--- config.mk ---
export PLATFORM = sky130hd
export DESIGN_NAME = wide_reg_bridge
export DESIGN_NICKNAME = d
export VERILOG_FILES = /design/src/rtl/wrb_pkg.sv /design/src/rtl/wrb_host_port.sv /design/src/rtl/wrb_sequencer.sv /design/src/rtl/wrb_err_flag.sv /design/src/rtl/wide_reg_bridge.sv
export SDC_FILE = /design/constraint.sdc
export NUM_CORES = 1
export LEC_CHECK = 0
export ABC_AREA = 1
export ABC_CLOCK_PERIOD_IN_PS = 4950
export BUFFER_PORTS_ARGS = -buffer_cell sky130_fd_sc_hd__buf_4
export CAP_MARGIN = 25
export CORE_ASPECT_RATIO = 0.5
export CORE_UTILIZATION = 32
export DETAILED_ROUTE_END_ITERATION = 7
export SYNTH_ARGS = -nofsm -noshare
export SYNTH_HDL_FRONTEND = slang
export SYNTH_HIERARCHICAL = 1
export SYNTH_SLANG_ARGS = --single-unit
export TNS_END_PERCENT = 100
--- constraint.sdc ---
create_clock -name clk -period 4.95 [get_ports clk]
set_clock_uncertainty 0.1 [all_clocks]
set_input_delay 1.2375 -clock clk [delete_from_list [all_inputs] [get_ports clk]]
set_output_delay 1.2375 -clock clk [all_outputs]
set_load 0.02 [all_outputs]
--- src/rtl/wrb_pkg.sv ---
package wrb_pkg;

    localparam int HOST_DW = 32;
    localparam int WIDE_DW = 64;

    // Window byte offsets
    localparam logic [7:0] OFS_DATA_HI = 8'h00;
    localparam logic [7:0] OFS_DATA_LO = 8'h04;
    localparam logic [7:0] OFS_CMD     = 8'h08;
    localparam logic [7:0] OFS_CLR     = 8'h18;
    localparam logic [7:0] OFS_STATUS  = 8'h1C;

    localparam int STS_ERR_BIT  = 31;
    localparam int STS_BUSY_BIT = 0;

    typedef struct packed {
        logic        wr;
        logic [30:0] addr;
    } cmd_word_t;

    typedef enum logic [1:0] {
        SQ_IDLE  = 2'd0,
        SQ_ISSUE = 2'd1,
        SQ_WAIT  = 2'd2
    } seq_state_t;

    typedef struct packed {
        logic data_hi;
        logic data_lo;
        logic cmd;
        logic clr;
    } host_wstb_t;

    typedef enum logic [2:0] {
        RS_DATA_HI,
        RS_DATA_LO,
        RS_CMD,
        RS_STATUS,
        RS_NONE
    } rsel_t;

    function automatic logic [HOST_DW-1:0] status_word(input logic err, input logic busy);
        logic [HOST_DW-1:0] w;
        w = '0;
        w[STS_ERR_BIT]  = err;
        w[STS_BUSY_BIT] = busy;
        return w;
    endfunction

    function automatic logic [WIDE_DW-1:0] join_halves(input logic [HOST_DW-1:0] hi,
                                                       input logic [HOST_DW-1:0] lo);
        return {hi, lo};
    endfunction

    function automatic logic addr_in_range(input logic [30:0] a, input int unsigned n);
        return ({1'b0, a} < n);
    endfunction

endpackage

--- src/rtl/wrb_host_port.sv ---
module wrb_host_port
    import wrb_pkg::*;
#(
    parameter int HOST_AW = 5
) (
    input  logic               clk,
    input  logic               rst,
    input  logic               h_valid,
    input  logic               h_write,
    input  logic [HOST_AW-1:0] h_addr,
    input  logic [HOST_DW-1:0] data_hi,
    input  logic [HOST_DW-1:0] data_lo,
    input  logic [HOST_DW-1:0] cmd_val,
    input  logic [HOST_DW-1:0] status_val,
    output host_wstb_t         wstb,
    output logic               h_rvalid,
    output logic [HOST_DW-1:0] h_rdata
);

    logic [7:0] ofs;
    rsel_t      rsel;
    logic       wr_go;
    logic       rd_go;
    logic [HOST_DW-1:0] rd_mux;

    assign ofs   = 8'(h_addr);
    assign wr_go = h_valid && h_write;
    assign rd_go = h_valid && !h_write;

    always_comb begin
        case (ofs)
            OFS_DATA_HI: rsel = RS_DATA_HI;
            OFS_DATA_LO: rsel = RS_DATA_LO;
            OFS_CMD:     rsel = RS_CMD;
            OFS_STATUS:  rsel = RS_STATUS;
            default:     rsel = RS_NONE;
        endcase
    end

    always_comb begin
        wstb.data_hi = wr_go && (ofs == OFS_DATA_HI);
        wstb.data_lo = wr_go && (ofs == OFS_DATA_LO);
        wstb.cmd     = wr_go && (ofs == OFS_CMD);
        wstb.clr     = wr_go && (ofs == OFS_CLR);
    end

    always_comb begin
        case (rsel)
            RS_DATA_HI: rd_mux = data_hi;
            RS_DATA_LO: rd_mux = data_lo;
            RS_CMD:     rd_mux = cmd_val;
            RS_STATUS:  rd_mux = status_val;
            default:    rd_mux = '0;
        endcase
    end

    always_ff @(posedge clk) begin
        if (rst) begin
            h_rvalid <= 1'b0;
            h_rdata  <= '0;
        end else begin
            h_rvalid <= rd_go;
            if (rd_go) begin
                h_rdata <= rd_mux;
            end
        end
    end

endmodule

--- src/rtl/wrb_sequencer.sv ---
module wrb_sequencer
    import wrb_pkg::*;
#(
    parameter int ADDR_W = 4
) (
    input  logic               clk,
    input  logic               rst,
    input  logic               start,
    input  logic               start_wr,
    input  logic [ADDR_W-1:0]  start_addr,
    input  logic [WIDE_DW-1:0] start_wdata,
    input  logic               d_req_ready,
    input  logic               d_rsp_valid,
    input  logic [WIDE_DW-1:0] d_rsp_rdata,
    input  logic               d_rsp_err,
    output logic               busy,
    output logic               d_req_valid,
    output logic               d_req_write,
    output logic [ADDR_W-1:0]  d_req_addr,
    output logic [WIDE_DW-1:0] d_req_wdata,
    output logic               rd_done,
    output logic [WIDE_DW-1:0] rd_data,
    output logic               rsp_fail
);

    seq_state_t         st;
    logic               wr_q;
    logic [ADDR_W-1:0]  addr_q;
    logic [WIDE_DW-1:0] wdata_q;
    logic               rsp_fire;

    always_ff @(posedge clk) begin
        if (rst) begin
            st      <= SQ_IDLE;
            wr_q    <= 1'b0;
            addr_q  <= '0;
            wdata_q <= '0;
        end else begin
            case (st)
                SQ_IDLE: begin
                    if (start) begin
                        st      <= SQ_ISSUE;
                        wr_q    <= start_wr;
                        addr_q  <= start_addr;
                        wdata_q <= start_wr ? start_wdata : '0;
                    end
                end
                SQ_ISSUE: begin
                    if (d_req_ready) begin
                        st <= SQ_WAIT;
                    end
                end
                SQ_WAIT: begin
                    if (d_rsp_valid) begin
                        st <= SQ_IDLE;
                    end
                end
                default: st <= SQ_IDLE;
            endcase
        end
    end

    assign busy        = (st != SQ_IDLE);
    assign d_req_valid = (st == SQ_ISSUE);
    assign d_req_write = wr_q;
    assign d_req_addr  = addr_q;
    assign d_req_wdata = wdata_q;

    assign rsp_fire = (st == SQ_WAIT) && d_rsp_valid;
    assign rd_done  = rsp_fire && !wr_q && !d_rsp_err;
    assign rd_data  = d_rsp_rdata;
    assign rsp_fail = rsp_fire && d_rsp_err;

endmodule

--- src/rtl/wrb_err_flag.sv ---
module wrb_err_flag (
    input  logic clk,
    input  logic rst,
    input  logic set,
    input  logic clr,
    output logic flag
);

    // A raising event outranks a clear landing on the same edge.
    always_ff @(posedge clk) begin
        if (rst) begin
            flag <= 1'b0;
        end else if (set) begin
            flag <= 1'b1;
        end else if (clr) begin
            flag <= 1'b0;
        end
    end

endmodule

--- src/rtl/wide_reg_bridge.sv ---
module wide_reg_bridge
    import wrb_pkg::*;
#(
    parameter int          HOST_AW  = 5,
    parameter int unsigned NUM_REGS = 16,
    localparam int         ADDR_W   = (NUM_REGS > 1) ? $clog2(NUM_REGS) : 1
) (
    input  logic               clk,
    input  logic               rst,
    input  logic               h_valid,
    output logic               h_ready,
    input  logic               h_write,
    input  logic [HOST_AW-1:0] h_addr,
    input  logic [31:0]        h_wdata,
    output logic               h_rvalid,
    output logic [31:0]        h_rdata,
    output logic               d_req_valid,
    input  logic               d_req_ready,
    output logic               d_req_write,
    output logic [ADDR_W-1:0]  d_req_addr,
    output logic [63:0]        d_req_wdata,
    input  logic               d_rsp_valid,
    input  logic [63:0]        d_rsp_rdata,
    input  logic               d_rsp_err
);

    host_wstb_t         wstb;
    cmd_word_t          cmd_in;
    logic [HOST_DW-1:0] data_hi_q;
    logic [HOST_DW-1:0] data_lo_q;
    logic [HOST_DW-1:0] cmd_q;
    logic               busy;
    logic               err_flag;
    logic               addr_ok;
    logic               start;
    logic               err_set;
    logic               rd_done;
    logic [WIDE_DW-1:0] rd_data;
    logic               rsp_fail;

    assign h_ready = 1'b1;
    assign cmd_in  = cmd_word_t'(h_wdata);
    assign addr_ok = addr_in_range(cmd_in.addr, NUM_REGS);
    assign start   = wstb.cmd && !busy && addr_ok;
    assign err_set = (wstb.cmd && (busy || !addr_ok)) || rsp_fail;

    wrb_host_port #(.HOST_AW(HOST_AW)) u_host (
        .clk        (clk),
        .rst        (rst),
        .h_valid    (h_valid),
        .h_write    (h_write),
        .h_addr     (h_addr),
        .data_hi    (data_hi_q),
        .data_lo    (data_lo_q),
        .cmd_val    (cmd_q),
        .status_val (status_word(err_flag, busy)),
        .wstb       (wstb),
        .h_rvalid   (h_rvalid),
        .h_rdata    (h_rdata)
    );

    wrb_sequencer #(.ADDR_W(ADDR_W)) u_seq (
        .clk         (clk),
        .rst         (rst),
        .start       (start),
        .start_wr    (cmd_in.wr),
        .start_addr  (cmd_in.addr[ADDR_W-1:0]),
        .start_wdata (join_halves(data_hi_q, data_lo_q)),
        .d_req_ready (d_req_ready),
        .d_rsp_valid (d_rsp_valid),
        .d_rsp_rdata (d_rsp_rdata),
        .d_rsp_err   (d_rsp_err),
        .busy        (busy),
        .d_req_valid (d_req_valid),
        .d_req_write (d_req_write),
        .d_req_addr  (d_req_addr),
        .d_req_wdata (d_req_wdata),
        .rd_done     (rd_done),
        .rd_data     (rd_data),
        .rsp_fail    (rsp_fail)
    );

    wrb_err_flag u_err (
        .clk  (clk),
        .rst  (rst),
        .set  (err_set),
        .clr  (wstb.clr),
        .flag (err_flag)
    );

    // Data halves: a completing read outranks a host write in the same cycle.
    always_ff @(posedge clk) begin
        if (rst) begin
            data_hi_q <= '0;
            data_lo_q <= '0;
            cmd_q     <= '0;
        end else begin
            if (rd_done) begin
                data_hi_q <= rd_data[WIDE_DW-1:HOST_DW];
                data_lo_q <= rd_data[HOST_DW-1:0];
            end else begin
                if (wstb.data_hi) data_hi_q <= h_wdata;
                if (wstb.data_lo) data_lo_q <= h_wdata;
            end
            if (start) begin
                cmd_q <= h_wdata;
            end
        end
    end

endmodule

# After elaboration in Yosys (flattened, before gate mapping)
# Index checks and enable logic that the tools add are counted.
[totals]
elab_cells = 65
latch_bits = 0
mem_bits_rw = 0
mem_count = 0
input_bits = 108
regBits = 201
out_inout_bits = 104
romBits = 0
[op_classes]
n_reduce_logical = 29
n_mul = 0
n_shift = 0
n_lt_le_gt_ge = 1
n_eq_ne = 12
div_mod_pow = 0
n_mux = 13
addsub = 0
bitwise_logic = 0
[ops]
columns = ["op", "count"]
rows = [
  ["$mux 32", 4],
  ["$pmux 32 s4", 1],
  ["$mux 64", 1],
  ["$lt 31x5->1 const B", 1],
  ["$logic_and 1x1->1", 13],
  ["$pmux 3 s4", 1],
  ["$eq 5x5->1 const B", 2],
  ["$logic_not 8->1", 1],
  ["$reduce_bool 2->1", 4],
  ["$eq 3x2->1 const B", 2],
  ["$mux 2", 3],
  ["$pmux 2 s3", 1],
  ["$eq 5x3->1 const B", 1],
  ["$eq 5x4->1 const B", 1],
  ["$logic_not 1->1", 5],
  ["$ne 2x2->1 const B", 2],
  ["$eq 3x1->1 const B", 1],
  ["$logic_not 3->1", 1],
  ["$reduce_and 3->1", 1],
  ["$eq 2x1->1 const B", 1],
  ["$eq 2x2->1 const B", 1],
  ["$logic_not 2->1", 1],
  ["$logic_or 1x1->1", 2],
  ["$mux 1", 2],
  ["2 further kinds", 2],
]

# Logic depth before layout (Yosys ltp)
# Gate-level depths: netlist of the first run.
[logic_depth]
ltp_word = 6
ltp_mapped = 15
mapped_depth_nobuf = 12

# By module
# The synthesis of the first run kept the hierarchy.
[by_module_without_submodules]
columns = ["module", "n_inst", "seq_area_each_um2", "cells_each", "area_each_um2"]
rows = [
  ["wide_reg_bridge", 1, 1921.8, 598, 4157.7],
  ["wrb_sequencer", 1, 1421.4, 529, 3626.0],
  ["wrb_host_port", 1, 660.6, 385, 2362.3],
  ["wrb_err_flag", 1, 20.0, 5, 40.0],
]

# Worst setup path after synthesis of the first run
# OpenSTA, ideal clock, no wires.
[synth_path]
kind = "input port to flip-flop"
startpoint = "input port h_addr[1]"
endpoint = "register u_seq.wdata_q[40], in the netlist u_seq/d_req_wdata[40]"
path_stages = 13
path_slack_ns = 1.750
arrival_ns = 3.030
path_buffers = 4
setup_ns = 0.070
required_ns = 4.780
path_cell_list = "nor2_4 nand2_1 inv_1 nand3_1 nor3_1 nand2_4 buf_6 inv_1 buf_2 buf_2 buf_2 nand3_1 a21oi_1"
[synth_rtl]
columns = ["item", "line_no", "rtl"]
rows = [
  ["start, declared", "wide_reg_bridge.sv:13", "input logic [HOST_AW-1:0] h_addr,"],
  ["end signal, assigned", "wrb_sequencer.sv:45", "wdata_q <= start_wr ? start_wdata : '0;"],
  ["end, declared", "wrb_sequencer.sv:29", "logic [WIDE_DW-1:0] wdata_q;"],
]

==> metrics.md, run 1 <==
| Metric | Value |
|---|---|
| Top FF cell, synth | `dfxtp_1` |
| CP Class | `input pin to flip-flop` |
| VDD IR max | `roughly 0.21 mV` |
| Hold path startpoint | `u_seq/d_req_wdata[42]` |
| Iteration-0 DRC count of the detailed router | `954` |
| Clk_lat worst skew | `around 520 ps` |
| Drt wl/cell | `17.0 um` |
| Syn_area_per_cell | `6.71 sq um` |
| CP endpoint kind | `flip-flop` |
| DRT Wirelength | `between 30000 and 40000 um` |
| Vias in the first global route | `about 9300` |
| Clock root cell | `clkbuf_16` |
| Sink Count | `approximately 200` |
| Peak Freq | `0.303 GHz` |
| Share of cells above drive strength 1 | `between 15 and 20%` |
| Chip Width | `254 um` |
| Slew @ Worst Pin | `961 ps` |
| Worst Setup Start Kind | `input pin` |
| Die span in y | `128 um` |
| Global-route wire length before repair | `52900 um` |
| Post-synthesis cell count | `1517` |
| Worst hold endpoint | `u_seq/d_req_wdata[42]` |
| Core Util, Final | `~40%` |
| Max Cap Viol | `0` |
| LEAKAGE | `6.20 nW` |
| Post-DP Area | `between 10000 and 15000 sq um` |
| Flops & latches, synth | `around 200` |
| Clock slew at reported path FFs | `60 ps` |
| R2R Path Start | `u_seq/st[0]` |
| Fin area | `12200 sq um` |
| Total GRT Usage | `between 20% and 30%` |
| Register area share after synthesis | `between 30% and 40%` |
| RSZ-0062 raised after global routing | `false` |
| Cell taking the most area after synthesis | `dfxtp_1` |
| Synth cell types | `29` |
| Top post-synthesis cells by area | `dfxtp_1, nand2_1, nand3_1, nand4_1, buf_4` |
| Core box area | `about 31000 sq um` |
| Worst min path class | `flip-flop to flip-flop` |
| # fillers | `between 3000 and 4000` |
| Slew Limit Headroom | `35.9%` |
| DR DRC count | `0` |
| Period minus WS final | `3300 ps` |
| Final Setup Violations | `0` |
| Crit path max fanout | `69` |
| # Post-CTS Setup Buffers | `0` |
| Rows | `45` |
| Number of synthesized flops with an enable pin | `0` |
| Total Power | `around 0.0034 W` |
| Routed vias/inst | `4.90` |
| DR pass1 iterations | `6` |
| R2R setup slack | `2170 ps` |
| Share of the synthesized area in the top cell type | `39.5%` |
| Placer Congestion | `0.888` |
| Cts repair resizes | `0` |
| Port Buffers | `210` |
| Reg2Reg Capture Point | `u_seq/d_req_wdata[13]` |
| ANT nets after route | `0` |
| Ports | `212` |
| CTS Hold Buffers Added | `0` |
| Syn-to-layout area delta | `19.9%` |
| Die Footprint | `roughly 33000 sq um` |
| Power per cell area | `about 280 nW/um^2` |
| Async SR Flop Fraction | `0%` |
| Syn. warnings | `6` |
| Post-Syn Area | `10200 sq um` |
| Initial Utilization | `between 30 and 40%` |
| Clk buf depth | `3` |
| R2r worst-path depth | `11` |
| GR Overflow Total | `0` |
| Num CTS Buffers | `21` |
| Final Net Count | `around 1700` |
| H-tree depth | `1` |
| Hold Crit Depth | `2` |
| Hold WS | `363 ps` |
| Setup TNS Final | `0 ps` |
| Worst EP required | `5270 ps` |
| Hpwl dp | `24000 um` |
| CTS tree | `yes` |
| WP data arrival | `3620 ps` |
| Status | `finished clean` |
| Pin count of the biggest net entering global routing | `97` |
| Initial antenna violation count | `3` |
| Final Cycle Share | `66.6%` |
| Final Hold Viols | `0` |
| Count of pins over their slew limit | `0` |
| Vias | `10060` |
==> critical path, cell delays in order <==
cell,delay (ps)
buf_4,210
inv_1,100
nand2_1,100
inv_1,100
nand3_1,130
nor3_1,180
buf_4,220
nand2_4,200
inv_2,120
buf_4,610
nand3_1,190
a21oi_1,180
==> state kept, by name, summed over array words and instances (netlist names) <==
register and cells:
u_seq/d_req_wdata 64, cmd_q 32, data_hi_q 32, data_lo_q 32, u_host/h_rdata 32, u_seq/d_req_addr 4
u_seq/st 2, u_err/flag 1, u_host/h_rvalid 1, u_seq/d_req_write 1
==> worst max path at each step <==
stage	endpoint	slack [ps]	start
after floorplan	u_seq/d_req_wdata[40]	1750	h_addr[1]
after global placement	u_seq/d_req_wdata[13]	1220	h_wdata[8]
after detailed placement	u_seq/d_req_wdata[13]	1160	h_addr[2]
after CTS	u_seq/d_req_wdata[13]	1680	h_addr[2]
after global routing	u_seq/d_req_wdata[10]	1410	h_addr[2]
final	u_seq/d_req_wdata[13]	1650	h_addr[2]
==> routing by layer <==
metal,up-vias,track usage (%),part of all wire [%]
li1,5016,-,-
met5,-,0,0.037
met3,68,4.30,6.3
met2,248,33.8,47
met4,2,6.66,3.0
met1,4726,27.3,44
==> stage by stage <==
step | instances | worst slack (ps)
after CTS | 2052 | 1680
after global placement | 2014 | 1220
after detailed placement | 2014 | 1160
after global routing | 2053 | 1410
after floorplan | 1546 | 1750
final | 2055 | 1650
==> synthesized netlist by cell type, types with 6 or more instances <==
| cell type | n |
|---|---|
| a21oi_1 | 104 |
| a22oi_1 | 9 |
| and3_1 | 27 |
| buf_1 | 12 |
| buf_2 | 51 |
| buf_4 | 74 |
| clkbuf_1 | 45 |
| dfxtp_1 | 201 |
| inv_1 | 146 |
| inv_2 | 6 |
| nand2_1 | 462 |
| nand3_1 | 183 |
| nand4_1 | 96 |
| nor2_1 | 36 |
| o21ai_1 | 32 |
==> placed cells by master, fill, tap and decap left out <==
cell type and count:
a22oi_1 9, nor2_2 7, inv_1 145, o311ai_0 1, nand3_1 183, clkinv_4 1
o21ai_1 32, a21oi_2 1, inv_2 8, nor2_4 5, nor3_1 1, diode_2 2
clkbuf_1 3, nand4_1 96, o21bai_1 1, o311ai_1 4, clkbuf_8 5, nand2_4 1
clkbuf_16 21, nand3b_1 5, and2_1 1, clkinv_2 5, dfxtp_1 201, nand2_1 462
nor2_1 33, buf_12 1, nor3_2 1, buf_4 230, clkinvlp_4 1, a21oi_1 104
and3_1 27, bufinv_16 1, nand2_2 2, inv_6 1, conb_1 31
==> kinds of logic after synthesis <==
family	Yosys count	synth area share, %
buffers and inverters	338	16.0
other	2	0.0737
AND/OR/NAND/NOR	824	36.5
AO/OA/AOI/OAI	152	7.94
flip-flops	201	39.5
==> power breakdown <==
group / internal [W] / switching (W)
Sequential: 0.00162 / 0.00000264
Combinational: 0.0000742 / 0.000140
Clock: 0.000911 / 0.000686
Total: 0.00261 / 0.000829
==> area by class of cell <==
| type | count | area [sq um] | share of cell area, % |
|---|---|---|---|
| clock inverters | 9 | 80.1 | 0.656 |
| inverters | 153 | 574 | 4.70 |
| diodes | 2 | 5.00 | 0.0410 |
| repair buffers | 231 | 1750 | 14.3 |
| flip-flops and latches | 201 | 4020 | 32.9 |
| well taps | 423 | 529 | 4.33 |
| clock buffers | 29 | 606 | 4.96 |
| multi-input cells | 1007 | 4650 | 38.1 |
(Power assumes the default switching activity.)
==> run 2, diff against run 1 <==
--- a/config.mk
+++ b/config.mk
@@ -6,7 +6,7 @@
 export NUM_CORES = 1
 export LEC_CHECK = 0
 export ABC_AREA = 1
-export ABC_CLOCK_PERIOD_IN_PS = 4950
+export ABC_CLOCK_PERIOD_IN_PS = 2800
 export BUFFER_PORTS_ARGS = -buffer_cell sky130_fd_sc_hd__buf_4
 export CAP_MARGIN = 25
 export CORE_ASPECT_RATIO = 0.5
==> constraint.sdc (replaced) <==
create_clock -name clk -period 2.8 [get_ports clk]
set_clock_uncertainty 0.1 [all_clocks]
set_input_delay 0.7 -clock clk [delete_from_list [all_inputs] [get_ports clk]]
set_output_delay 0.7 -clock clk [all_outputs]
set_load 0.02 [all_outputs]
==> metrics.md, run 2 (same netlist as run 1, synthesis figures left out) <==
| Metric | Value |
|---|---|
| Final Net Count | `1742 (+1.1%)` |
| Num CTS Buffers | `21 (unchanged)` |
| Count of pins over their slew limit | `0 (unchanged)` |
| ANT nets after route | `0 (unchanged)` |
| Crit path buf inv count | `6 (unchanged)` |
| # fillers | `3323 (+1.4%)` |
| R2r worst-path depth | `13 (+2)` |
| Pin count of the biggest net entering global routing | `98 (+1.0%)` |
| Clock slew at reported path FFs | `60 ps (about the same)` |
| Total GRT Usage | `20.8% (+0.10 points)` |
| Period minus WS final | `approximately 2200 ps` |
| Most common cell after layout, fill and taps aside | `nand2_1` |
| CTS tree | `yes` |
| R2R setup slack | `630 ps (-1540 ps)` |
| Slew @ Worst Pin | `591 ps (-370 ps)` |
| Reg2Reg Capture Point | `u_seq/d_req_addr[3]` |
| Clock root cell | `clkbuf_16` |
| Crit path max fanout | `47 (-32%)` |
| Iteration-0 DRC count of the detailed router | `879 (-7.9%)` |
| Hold Crit Depth | `2 (unchanged)` |
| LEAKAGE | `6.30 nW (+1.5%)` |
| Vias in the first global route | `9311 (+0.33%)` |
| DR pass1 iterations | `7 (+1)` |
| Vias | `10071 (+0.11%)` |
| Critical Path Max Stage Delay | `320 ps (-290 ps)` |
| Reg area | `4020 sq um (unchanged)` |
| Peak Freq | `0.454 GHz` |
| DR DRC count | `0 (unchanged)` |
| Hold path startpoint | `u_seq/d_req_wdata[27]` |
| Routed vias/inst | `4.87 (-0.47%)` |
| Chip Width | `254 um (unchanged)` |
| Max Cap Viol | `0 (unchanged)` |
| CTS Hold Buffers Added | `0 (unchanged)` |
| Placer Congestion | `0.884 (-0.54%)` |
| Critical path, cell by cell | `buf_4 > nor2_4 > nand2_1 > inv_1 > nand3_1 > nor3_1 > buf_4 > nand2_4 > inv_2 > nand2_2 > buf_4 > inv_2 > nor2_1 > nor2_1` |
| H-tree depth | `1 (unchanged)` |
| Total Power | `0.00605 W (+76%)` |
| Max reg flops | `64 (unchanged)` |
| DRT Wirelength | `34900 um (-0.26%)` |
| Hold WS | `360 ps (-2.85 ps)` |
| Initial antenna violation count | `1 (-2)` |
| Share of cells above drive strength 1 | `18.4% (+0.59 points)` |
| Worst min path class | `flip-flop to flip-flop` |
| Final Hold Viols | `0 (unchanged)` |
| Ports | `212 (unchanged)` |
| Sink Count | `201 (unchanged)` |
| Drt wl/cell | `16.9 um (-0.84%)` |
| VDD IR max | `0.328 mV (+56%)` |
| Highest-count cells in the layout ignoring fill and taps | `nand2_1, buf_4, dfxtp_1, nand3_1, inv_1` |
| RSZ-0062 raised after global routing | `false` |
| Top delay family on crit path | `buffers and inverters` |
| Core box area | `30800 sq um (unchanged)` |
| Initial Utilization | `33.1% (unchanged)` |
| Slew Limit Headroom | `60.5% (+25 points)` |
| Final Cycle Share | `78.7%` |
| Worst EP required | `3140 ps (-2130 ps)` |
| WP data arrival | `2540 ps (-1080 ps)` |
| R2R Path Start | `u_seq/st[1]` |
| CP Class | `input pin to flip-flop` |
| CP endpoint kind | `flip-flop` |
| Die Footprint | `32600 sq um (unchanged)` |
| Hpwl dp | `24600 um (+2.3%)` |
| Power per cell area | `489 nW/um^2 (+74%)` |
| Syn-to-layout area delta | `21.5%` |
| Clk_lat worst skew | `500 ps (-20 ps)` |
| CP dominant cell by count | `buf_4` |
| Port Buffers | `210 (unchanged)` |
| Core Util, Final | `40.2% (+0.51 points)` |
| Clk buf depth | `3 (unchanged)` |
| Setup TNS Final | `0 ps (unchanged)` |
| Global-route wire length before repair | `53300 um (+0.81%)` |
| Status | `finished clean` |
| Multi-input logic area | `4650 sq um (unchanged)` |
| Final Setup Violations | `0 (unchanged)` |
| Die span in y | `128 um (unchanged)` |
| Worst Setup Start Kind | `input pin` |
| Cts repair resizes | `0 (unchanged)` |
| Slowest CP cell | `buf_4` |
| # Post-CTS Setup Buffers | `0 (unchanged)` |
| GR Overflow Total | `0 (unchanged)` |
| Worst hold endpoint | `u_seq/d_req_wdata[27]` |
| Rows | `45 (unchanged)` |
==> run 2: cell type report <==
class | instances | share of cell area [%]
well taps | 423 | 4.28
inverters | 153 | 4.64
diodes | 1 | 0.0202
multi-input cells | 1007 | 37.6
clock inverters | 4 | 0.566
repair buffers | 250 | 15.7
clock buffers | 28 | 4.70
flip-flops and latches | 201 | 32.5
==> run 2: worst max-delay path by stage <==
stage / start / depth (start not counted) / end
2_1_floorplan: h_addr[1] / 13 / u_seq/d_req_wdata[40]
3_3_place_gp: h_addr[1] / 10 / data_lo_q[0]
3_5_place_dp: h_addr[1] / 14 / u_seq/d_req_addr[3]
4_1_cts: h_addr[1] / 14 / u_seq/d_req_addr[0]
5_1_grt: h_addr[1] / 14 / u_seq/d_req_addr[2]
6_report: h_addr[1] / 14 / u_seq/d_req_addr[0]
==> run 2: per-stage QoR <==
step	instance area, sq um	std cells	setup slack [ps]
after global routing	12400	2066	417
final	12400	2067	595
after floorplan	10300	1546	138
after global placement	11700	2034	80.9
after CTS	12400	2066	603
after detailed placement	11700	2034	106
==> run 2: per-layer routing <==
| metal | routed length, um | up-vias | track usage (%) |
|---|---|---|---|
| met3 | 2380 | 51 | 4.00 |
| li1 | - | 5042 | - |
| met2 | 16300 | 278 | 33.8 |
| met1 | 15500 | 4700 | 28.5 |
| met5 | 0 | - | 0 |
| met4 | 738 | 0 | 4.85 |
==> run 2: power breakdown <==
part | total (W) | internal (W) | leakage, nW | switching [W]
combinational | 0.000394 | 0.000145 | 4.36 | 0.000250
sequential | 0.00287 | 0.00286 | 1.62 | 0.00000461
clock | 0.00279 | 0.00163 | 0.321 | 0.00116
total | 0.00605 | 0.00463 | 6.30 | 0.00142
==> run 2: tightest hold or removal path: stages (launching register included) <==
cell and delay [ps]:
dfxtp_1 310, nand2_1 60, a21oi_1 50
